File: src/rtl/bwm_pkg.sv
package bwm_pkg;

  typedef enum logic {
    SPREAD_LOW  = 1'b0,
    SPREAD_HIGH = 1'b1
  } spread_mode_e;

endpackage

File: src/rtl/bwm_bank.sv
module bwm_bank #(
  parameter int DEPTH = 4,
  parameter int WIDTH = 2,
  localparam int AW = $clog2(DEPTH)
) (
  input  logic             clk,
  input  logic             cs,
  input  logic             we,
  input  logic             oe,
  input  logic [AW-1:0]    row,
  input  logic [WIDTH-1:0] din,
  output logic [WIDTH-1:0] dout,
  output logic             drv
);

  logic [DEPTH-1:0]            row_sel;
  logic [DEPTH-1:0][WIDTH-1:0] row_q;

  // row decoder, one-hot
  always_comb begin
    row_sel      = '0;
    row_sel[row] = 1'b1;
  end

  for (genvar r = 0; r < DEPTH; r++) begin : g_row
    logic             wr_row;
    logic [WIDTH-1:0] q;
    logic [WIDTH-1:0] q_nxt;

    assign wr_row = cs && we && row_sel[r];

    always_comb begin
      q_nxt = q;
      if (wr_row) q_nxt = din;
    end

    always_ff @(posedge clk) begin
      q <= q_nxt;
    end

    assign row_q[r] = q;
  end

  assign drv  = cs && oe;
  assign dout = drv ? row_q[row] : '0;

endmodule

File: src/rtl/bwm_addr_map.sv
module bwm_addr_map #(
  parameter bwm_pkg::spread_mode_e MODE = bwm_pkg::SPREAD_HIGH,
  parameter int ADDR_W = 3,
  parameter int BAW    = 2,
  localparam int PSEL_W = ADDR_W - BAW,
  localparam int NPAIR  = 2 ** PSEL_W,
  localparam int NBANK  = 2 * NPAIR
) (
  input  logic              acc_en,
  input  logic [ADDR_W-1:0] addr,
  output logic [NBANK-1:0]  bank_cs,
  output logic [BAW-1:0]    loc_addr
);

  logic [PSEL_W-1:0] pair;

  if (MODE == bwm_pkg::SPREAD_HIGH) begin : g_high
    assign pair     = addr[ADDR_W-1 -: PSEL_W];
    assign loc_addr = addr[BAW-1:0];
  end else begin : g_low
    assign pair     = addr[PSEL_W-1:0];
    assign loc_addr = addr[ADDR_W-1:PSEL_W];
  end

  always_comb begin
    bank_cs = '0;
    for (int p = 0; p < NPAIR; p++) begin
      bank_cs[2*p]   = acc_en && (pair == PSEL_W'(p));
      bank_cs[2*p+1] = acc_en && (pair == PSEL_W'(p));
    end
  end

endmodule

File: src/rtl/bwm_read_merge.sv
module bwm_read_merge #(
  parameter int NBANK    = 4,
  parameter int HALF_W   = 2,
  parameter bit REG_READ = 1'b1,
  localparam int DATA_W = 2 * HALF_W
) (
  input  logic                         clk,
  input  logic                         rst_n,
  input  logic [NBANK-1:0][HALF_W-1:0] bank_dout,
  input  logic [NBANK-1:0]             bank_drv,
  output logic [DATA_W-1:0]            rdata,
  output logic                         rvalid
);

  logic [HALF_W-1:0] mrg_lo;
  logic [HALF_W-1:0] mrg_hi;
  logic              mrg_vld;

  always_comb begin
    mrg_lo  = '0;
    mrg_hi  = '0;
    mrg_vld = 1'b0;
    for (int b = 0; b < NBANK; b++) begin
      if (b % 2 == 0) mrg_lo = mrg_lo | bank_dout[b];
      else            mrg_hi = mrg_hi | bank_dout[b];
      mrg_vld = mrg_vld | bank_drv[b];
    end
  end

  if (REG_READ) begin : g_reg
    logic [DATA_W-1:0] rd_q, rd_nxt;
    logic              vl_q, vl_nxt;

    always_comb begin
      rd_nxt = {mrg_hi, mrg_lo};
      vl_nxt = mrg_vld;
    end

    always_ff @(posedge clk or negedge rst_n) begin
      if (!rst_n) begin
        rd_q <= '0;
        vl_q <= 1'b0;
      end else begin
        rd_q <= rd_nxt;
        vl_q <= vl_nxt;
      end
    end

    assign rdata  = rd_q;
    assign rvalid = vl_q;
  end else begin : g_comb
    assign rdata  = {mrg_hi, mrg_lo};
    assign rvalid = mrg_vld;
  end

endmodule

File: src/rtl/banked_word_mem.sv
module banked_word_mem #(
  parameter bwm_pkg::spread_mode_e MODE = bwm_pkg::SPREAD_HIGH,
  parameter bit REG_READ   = 1'b1,
  parameter int ADDR_W     = 3,
  parameter int DATA_W     = 4,
  parameter int BANK_DEPTH = 4,
  localparam int HALF_W = DATA_W / 2,
  localparam int BAW    = $clog2(BANK_DEPTH),
  localparam int NPAIR  = 2 ** (ADDR_W - BAW),
  localparam int NBANK  = 2 * NPAIR
) (
  input  logic              clk,
  input  logic              rst_n,
  input  logic              acc_en,
  input  logic              wr_en,
  input  logic              rd_en,
  input  logic [ADDR_W-1:0] addr,
  input  logic [DATA_W-1:0] wdata,
  output logic [DATA_W-1:0] rdata,
  output logic              rvalid,
  output logic [NBANK-1:0]  bank_act
);

  // reset: asserted asynchronously, released on the clock
  logic [1:0] rst_sync;
  logic       rst_n_i;

  always_ff @(posedge clk or negedge rst_n) begin
    if (!rst_n) rst_sync <= 2'b00;
    else        rst_sync <= {rst_sync[0], 1'b1};
  end
  assign rst_n_i = rst_sync[1];

  logic [NBANK-1:0]             bank_cs;
  logic [BAW-1:0]               loc_addr;
  logic [NBANK-1:0][HALF_W-1:0] bank_dout;
  logic [NBANK-1:0]             bank_drv;

  bwm_addr_map #(
    .MODE   (MODE),
    .ADDR_W (ADDR_W),
    .BAW    (BAW)
  ) u_map (
    .acc_en   (acc_en),
    .addr     (addr),
    .bank_cs  (bank_cs),
    .loc_addr (loc_addr)
  );

  for (genvar b = 0; b < NBANK; b++) begin : g_bank
    bwm_bank #(
      .DEPTH (BANK_DEPTH),
      .WIDTH (HALF_W)
    ) u_bank (
      .clk  (clk),
      .cs   (bank_cs[b]),
      .we   (wr_en),
      .oe   (rd_en),
      .row  (loc_addr),
      .din  (wdata[(b % 2)*HALF_W +: HALF_W]),
      .dout (bank_dout[b]),
      .drv  (bank_drv[b])
    );
  end

  bwm_read_merge #(
    .NBANK    (NBANK),
    .HALF_W   (HALF_W),
    .REG_READ (REG_READ)
  ) u_merge (
    .clk       (clk),
    .rst_n     (rst_n_i),
    .bank_dout (bank_dout),
    .bank_drv  (bank_drv),
    .rdata     (rdata),
    .rvalid    (rvalid)
  );

  assign bank_act = bank_cs;

  // ---------------- assertions ----------------
  a_r4_two_banks: assert property (@(posedge clk) disable iff (!rst_n_i)
    $countones(bank_act) == (acc_en ? 2 : 0));

  a_r7_idle_zero: assert property (@(posedge clk) disable iff (!rst_n_i)
    !rvalid |-> (rdata == '0));

  if (MODE == bwm_pkg::SPREAD_HIGH) begin : g_a_high
    a_r2_top_bit: assert property (@(posedge clk) disable iff (!rst_n_i)
      acc_en |-> (addr[ADDR_W-1] ? (bank_act[NBANK-1 -: 2] == 2'b11)
                                 : (bank_act[1:0] == 2'b11)));
  end else begin : g_a_low
    a_r3_bottom_bit: assert property (@(posedge clk) disable iff (!rst_n_i)
      acc_en |-> (addr[0] ? (bank_act[NBANK-1 -: 2] == 2'b11)
                          : (bank_act[1:0] == 2'b11)));
  end

  if (REG_READ) begin : g_a_reg
    a_r8_reg_latency: assert property (@(posedge clk) disable iff (!rst_n_i)
      (acc_en && rd_en) |=> rvalid);
    a_r6_no_drive_reg: assert property (@(posedge clk) disable iff (!rst_n_i)
      !(acc_en && rd_en) |=> !rvalid);
  end else begin : g_a_comb
    a_r8_comb_latency: assert property (@(posedge clk) disable iff (!rst_n_i)
      (acc_en && rd_en) |-> rvalid);
    a_r6_no_drive_comb: assert property (@(posedge clk) disable iff (!rst_n_i)
      !(acc_en && rd_en) |-> !rvalid);
  end

endmodule

File: config.mk
export PLATFORM = sky130hd
export DESIGN_NAME = banked_word_mem
export DESIGN_NICKNAME = d
export VERILOG_FILES = /design/src/rtl/bwm_pkg.sv /design/src/rtl/bwm_bank.sv /design/src/rtl/bwm_addr_map.sv /design/src/rtl/bwm_read_merge.sv /design/src/rtl/banked_word_mem.sv
export SDC_FILE = /design/constraint.sdc
export NUM_CORES = 1
export LEC_CHECK = 0
export ABC_AREA = 1
export BUFFER_PORTS_ARGS = -buffer_cell sky130_fd_sc_hd__buf_2
export CAP_MARGIN = 10
export CORE_MARGIN = 8
export CORE_UTILIZATION = 35
export CTS_CLUSTER_SIZE = 24
export DETAILED_ROUTE_END_ITERATION = 10
export GPL_ROUTABILITY_DRIVEN = 1
export PLACE_DENSITY_LB_ADDON = 0.12
export SKIP_CTS_REPAIR_TIMING = 1
export SYNTH_ARGS = -nofsm -noshare
export SYNTH_HDL_FRONTEND = slang
export SYNTH_HIERARCHICAL = 1
export SYNTH_SLANG_ARGS = --single-unit
File: constraint.sdc
create_clock -name clk -period 1.3 [get_ports clk]
set_clock_uncertainty 0.2 [all_clocks]
set_input_delay 0.13 -clock clk [delete_from_list [all_inputs] [get_ports clk]]
set_output_delay 0.13 -clock clk [all_outputs]
set_load 0.03 [all_outputs]
==> run_results.csv <==
group,metric,value,unit
cells_and_area,antennaDiodeCount,0,
route,viasPerCell,4.45,
global_route,globalRoute.totalOverflow,0,
clocking,cts.path.max_buffers,2,
clocking,clkSlewWorstSetupHoldPaths,0.08,ns
route,antenna_left,0,
sta,timing.final.hold_violations,0,
synthesis,ys_types,14,
route,wirelength_met1,1460,um
place,place.gp.congestion,0.749,
floorplanning,area_enclosed_by_the_die_boundary,7640,um^2
power,vdd_drop_max,0.654,mV
route,route.detailed.drc,0,
synthesis,syn-cell-area,1780,um^2
sta,finalWorstPathRequiredPeriod,1.23,ns
synthesis,synth.most_common_cell,"sky130_fd_sc_hd__nand2_1",
clocking,cts_inserted_buffers,5,
synthesis,synth_seq_area_share,63.7,%
sta,fin_crit_sh,94.6,%
synthesis,synth_fp_nets,179,
route,via_count,1218,
worst_setup_path,setup.worst_path.start_class,"flip-flop",
global_route,largest_net_degree_at_the_start_of_global_routing,16,
synthesis,synth.ff_latch_count,39,
floorplanning,chipWidth,87.4,um
route,drt-initial-drc-count,65,
clocking,tritoncts_clock_tree,"yes",
worst_setup_path,worstSetupEndpointType,"flip-flop",
place,setup_slack_after_placement,-0.150,ns
power,power_density,1290,nW/um^2
route,topRoutingLayerUsed,"met4",
global_route,grt_usage,9.17,%
worst_setup_path,timing.setup.critical_path_class,"flip-flop to flip-flop",
synthesis,synthDominantAreaCellType,"sky130_fd_sc_hd__edfxtp_1",
clocking,htree_num_levels,2,
worst_setup_path,worst-endpoint-required,1.28,ns
route,postRouteWirelength,3240,um
sta,fin_worst_hold_slack,0.00877,ns
worst_setup_path,critical_path_peak_fanout,1,
run,max_cap_violations,0,
place,dpl_wire_length,2470,um
clocking,worstSkewPairLatency,0.29,ns
synthesis,syn-instance-count,167,
floorplanning,number_of_primary_i_o_pins,21,
floorplanning,die_height,87.4,um
global_route,first_pass_grt_wire_length,5270,um
synthesis,synth_area_leaders,"sky130_fd_sc_hd__edfxtp_1 (54%), sky130_fd_sc_hd__dfrtp_1 (9.8%), sky130_fd_sc_hd__nand2_1 (7.2%), sky130_fd_sc_hd__nand3_1 (6.7%), sky130_fd_sc_hd__buf_6 (5.0%)",
cells_and_area,layout-drive-gt1-share,29.9,%
synthesis,number_of_synthesized_flops_with_an_enable_pin,32,
synthesis,synth_ff_type,"sky130_fd_sc_hd__edfxtp_1",
sta,final.setup.worst_slack,0.0707,ns
global_route,grt_antenna_before_repair,0,
route,post_drt_wl_per_cell,11.8,um
outcome,outcome,"complete, no violations",
synthesis,netlist.area_leader.share,53.9,%
synthesis,mean_area_per_synthesized_cell,10.7,um^2
clocking,tritoncts_num_sinks,39,
cells_and_area,fin_nets,215,
cells_and_area,area_of_all_placed_cells_without_fillers,2220,um^2
sta,rsz0062_at_grt,"no",
cells_and_area,final_core_utilization,44.4,%
power,leakage,0.958,nW
floorplanning,initial_core_util,35.6,%
route,met3_wl,241,um
place,postPlaceCellArea,2020,um^2
min_path,hold_path.class,"input port to flip-flop",
cells_and_area,layout-area-overhead-vs-synth,24.6,%
route,drt_first_pass_iters,4,
global_route,grt_pass1_vias,1186,
synthesis,synth.cells.most_frequent,"sky130_fd_sc_hd__nand2_1 (34), sky130_fd_sc_hd__edfxtp_1 (32), sky130_fd_sc_hd__nand3_1 (24)",
floorplanning,placementRows,26,
sta,fmax,813,MHz
sta,setup_viol,0,
place,port_buffers,20,
floorplanning,design.core.area,5010,um^2
route,dr_wl_met2,1460,um
clocking,clk_root_buffer_cell,"sky130_fd_sc_hd__clkbuf_8",
sta,final-max-slew-violation-count,0,
synthesis,synthArstFlopShare,17.9,%
worst_setup_path,critPathArrivalTime,1.21,ns
synthesis,synth_warnings,6,
per-stage QoR:
step,power [mW],setup TNS (ns),instances
floorplan,1.62,-0.520,167
global placement,1.70,-2.20,259
detailed placement,1.70,-2.89,259
CTS,2.87,0,267
global route,2.96,0,274
finish,2.86,0,274
worst paths after layout:
path / start / endpoint / slack [ns] / cells after the start
max in group asynchronous: rst_sync[1] / u_merge/rdata[2] / 0.28 / 1
min in group asynchronous: rst_sync[1] / u_merge/rvalid / 0.42 / 1
worst max register to register: g_bank[1].u_bank/g_row[3].q[1] / u_merge/rdata[3] / 0.07 / 5
worst min register to register: rst_sync[0] / rst_sync[1] / 0.16 / 0
worst max-delay path: g_bank[1].u_bank/g_row[3].q[1] / u_merge/rdata[3] / 0.07 / 5
worst min-delay path: rd_en / u_merge/rvalid / 0.009 / 5
critical path, cell delays in order, from the launching register on:
cell and delay (ns):
sky130_fd_sc_hd__edfxtp_1 0.38, sky130_fd_sc_hd__nand3_1 0.09, sky130_fd_sc_hd__nand2_1 0.06, sky130_fd_sc_hd__nor2_1 0.15, sky130_fd_sc_hd__nor2_1 0.05, sky130_fd_sc_hd__or2_1 0.20
state kept, by name (all words and copies together), names as in the netlist:
| signal | flops |
|---|---|
| rst_sync | 2 |
| u_merge/rdata | 4 |
| u_merge/rvalid | 1 |
| g_bank.u_bank/g_row.q | 32 |
cells in the final DEF (no fill, tap or decap), drive strengths merged:
cell type,count
buf,34
bufinv,2
clkbuf,6
conb,1
dfrtp,7
dlygate4sd3,7
edfxtp,32
inv,14
nand2,34
nand3,24
nor2,23
nor3,16
or2,4
cell families after synthesis:
kind of cell / after synthesis / share of synthesized area, %
buffers and inverters: 26 / 9.68
flip-flops: 39 / 63.7
AND/OR/NAND/NOR: 101 / 26.4
other: 1 / 0.210
metal layers:
metal  global-route usage (%)  vias up
li1                         -      624
met1                     10.2      557
met2                     14.3       30
met3                     4.34        7
met4                     4.84        0
met5                        0        -
report_power, final:
| part | switching (mW) | leakage (nW) | total (mW) | internal (mW) |
|---|---|---|---|---|
| Clock | 0.405 | 0.0654 | 1.17 | 0.767 |
| Combinational | 0.185 | 0.514 | 0.295 | 0.109 |
| Sequential | 0.00694 | 0.379 | 1.39 | 1.38 |
| Total | 0.598 | 0.958 | 2.86 | 2.26 |
layout make-up:
type                    count  area, um^2
clock inverters             2        60.1
fillers                   498        2790
inverters                  14        65.1
flip-flops and latches     39        1140
repair buffers             41         288
well taps                  70        87.6
clock buffers               6        72.6
multi-input cells         102         514
No activity file was read; power rests on OpenSTA's default activity.
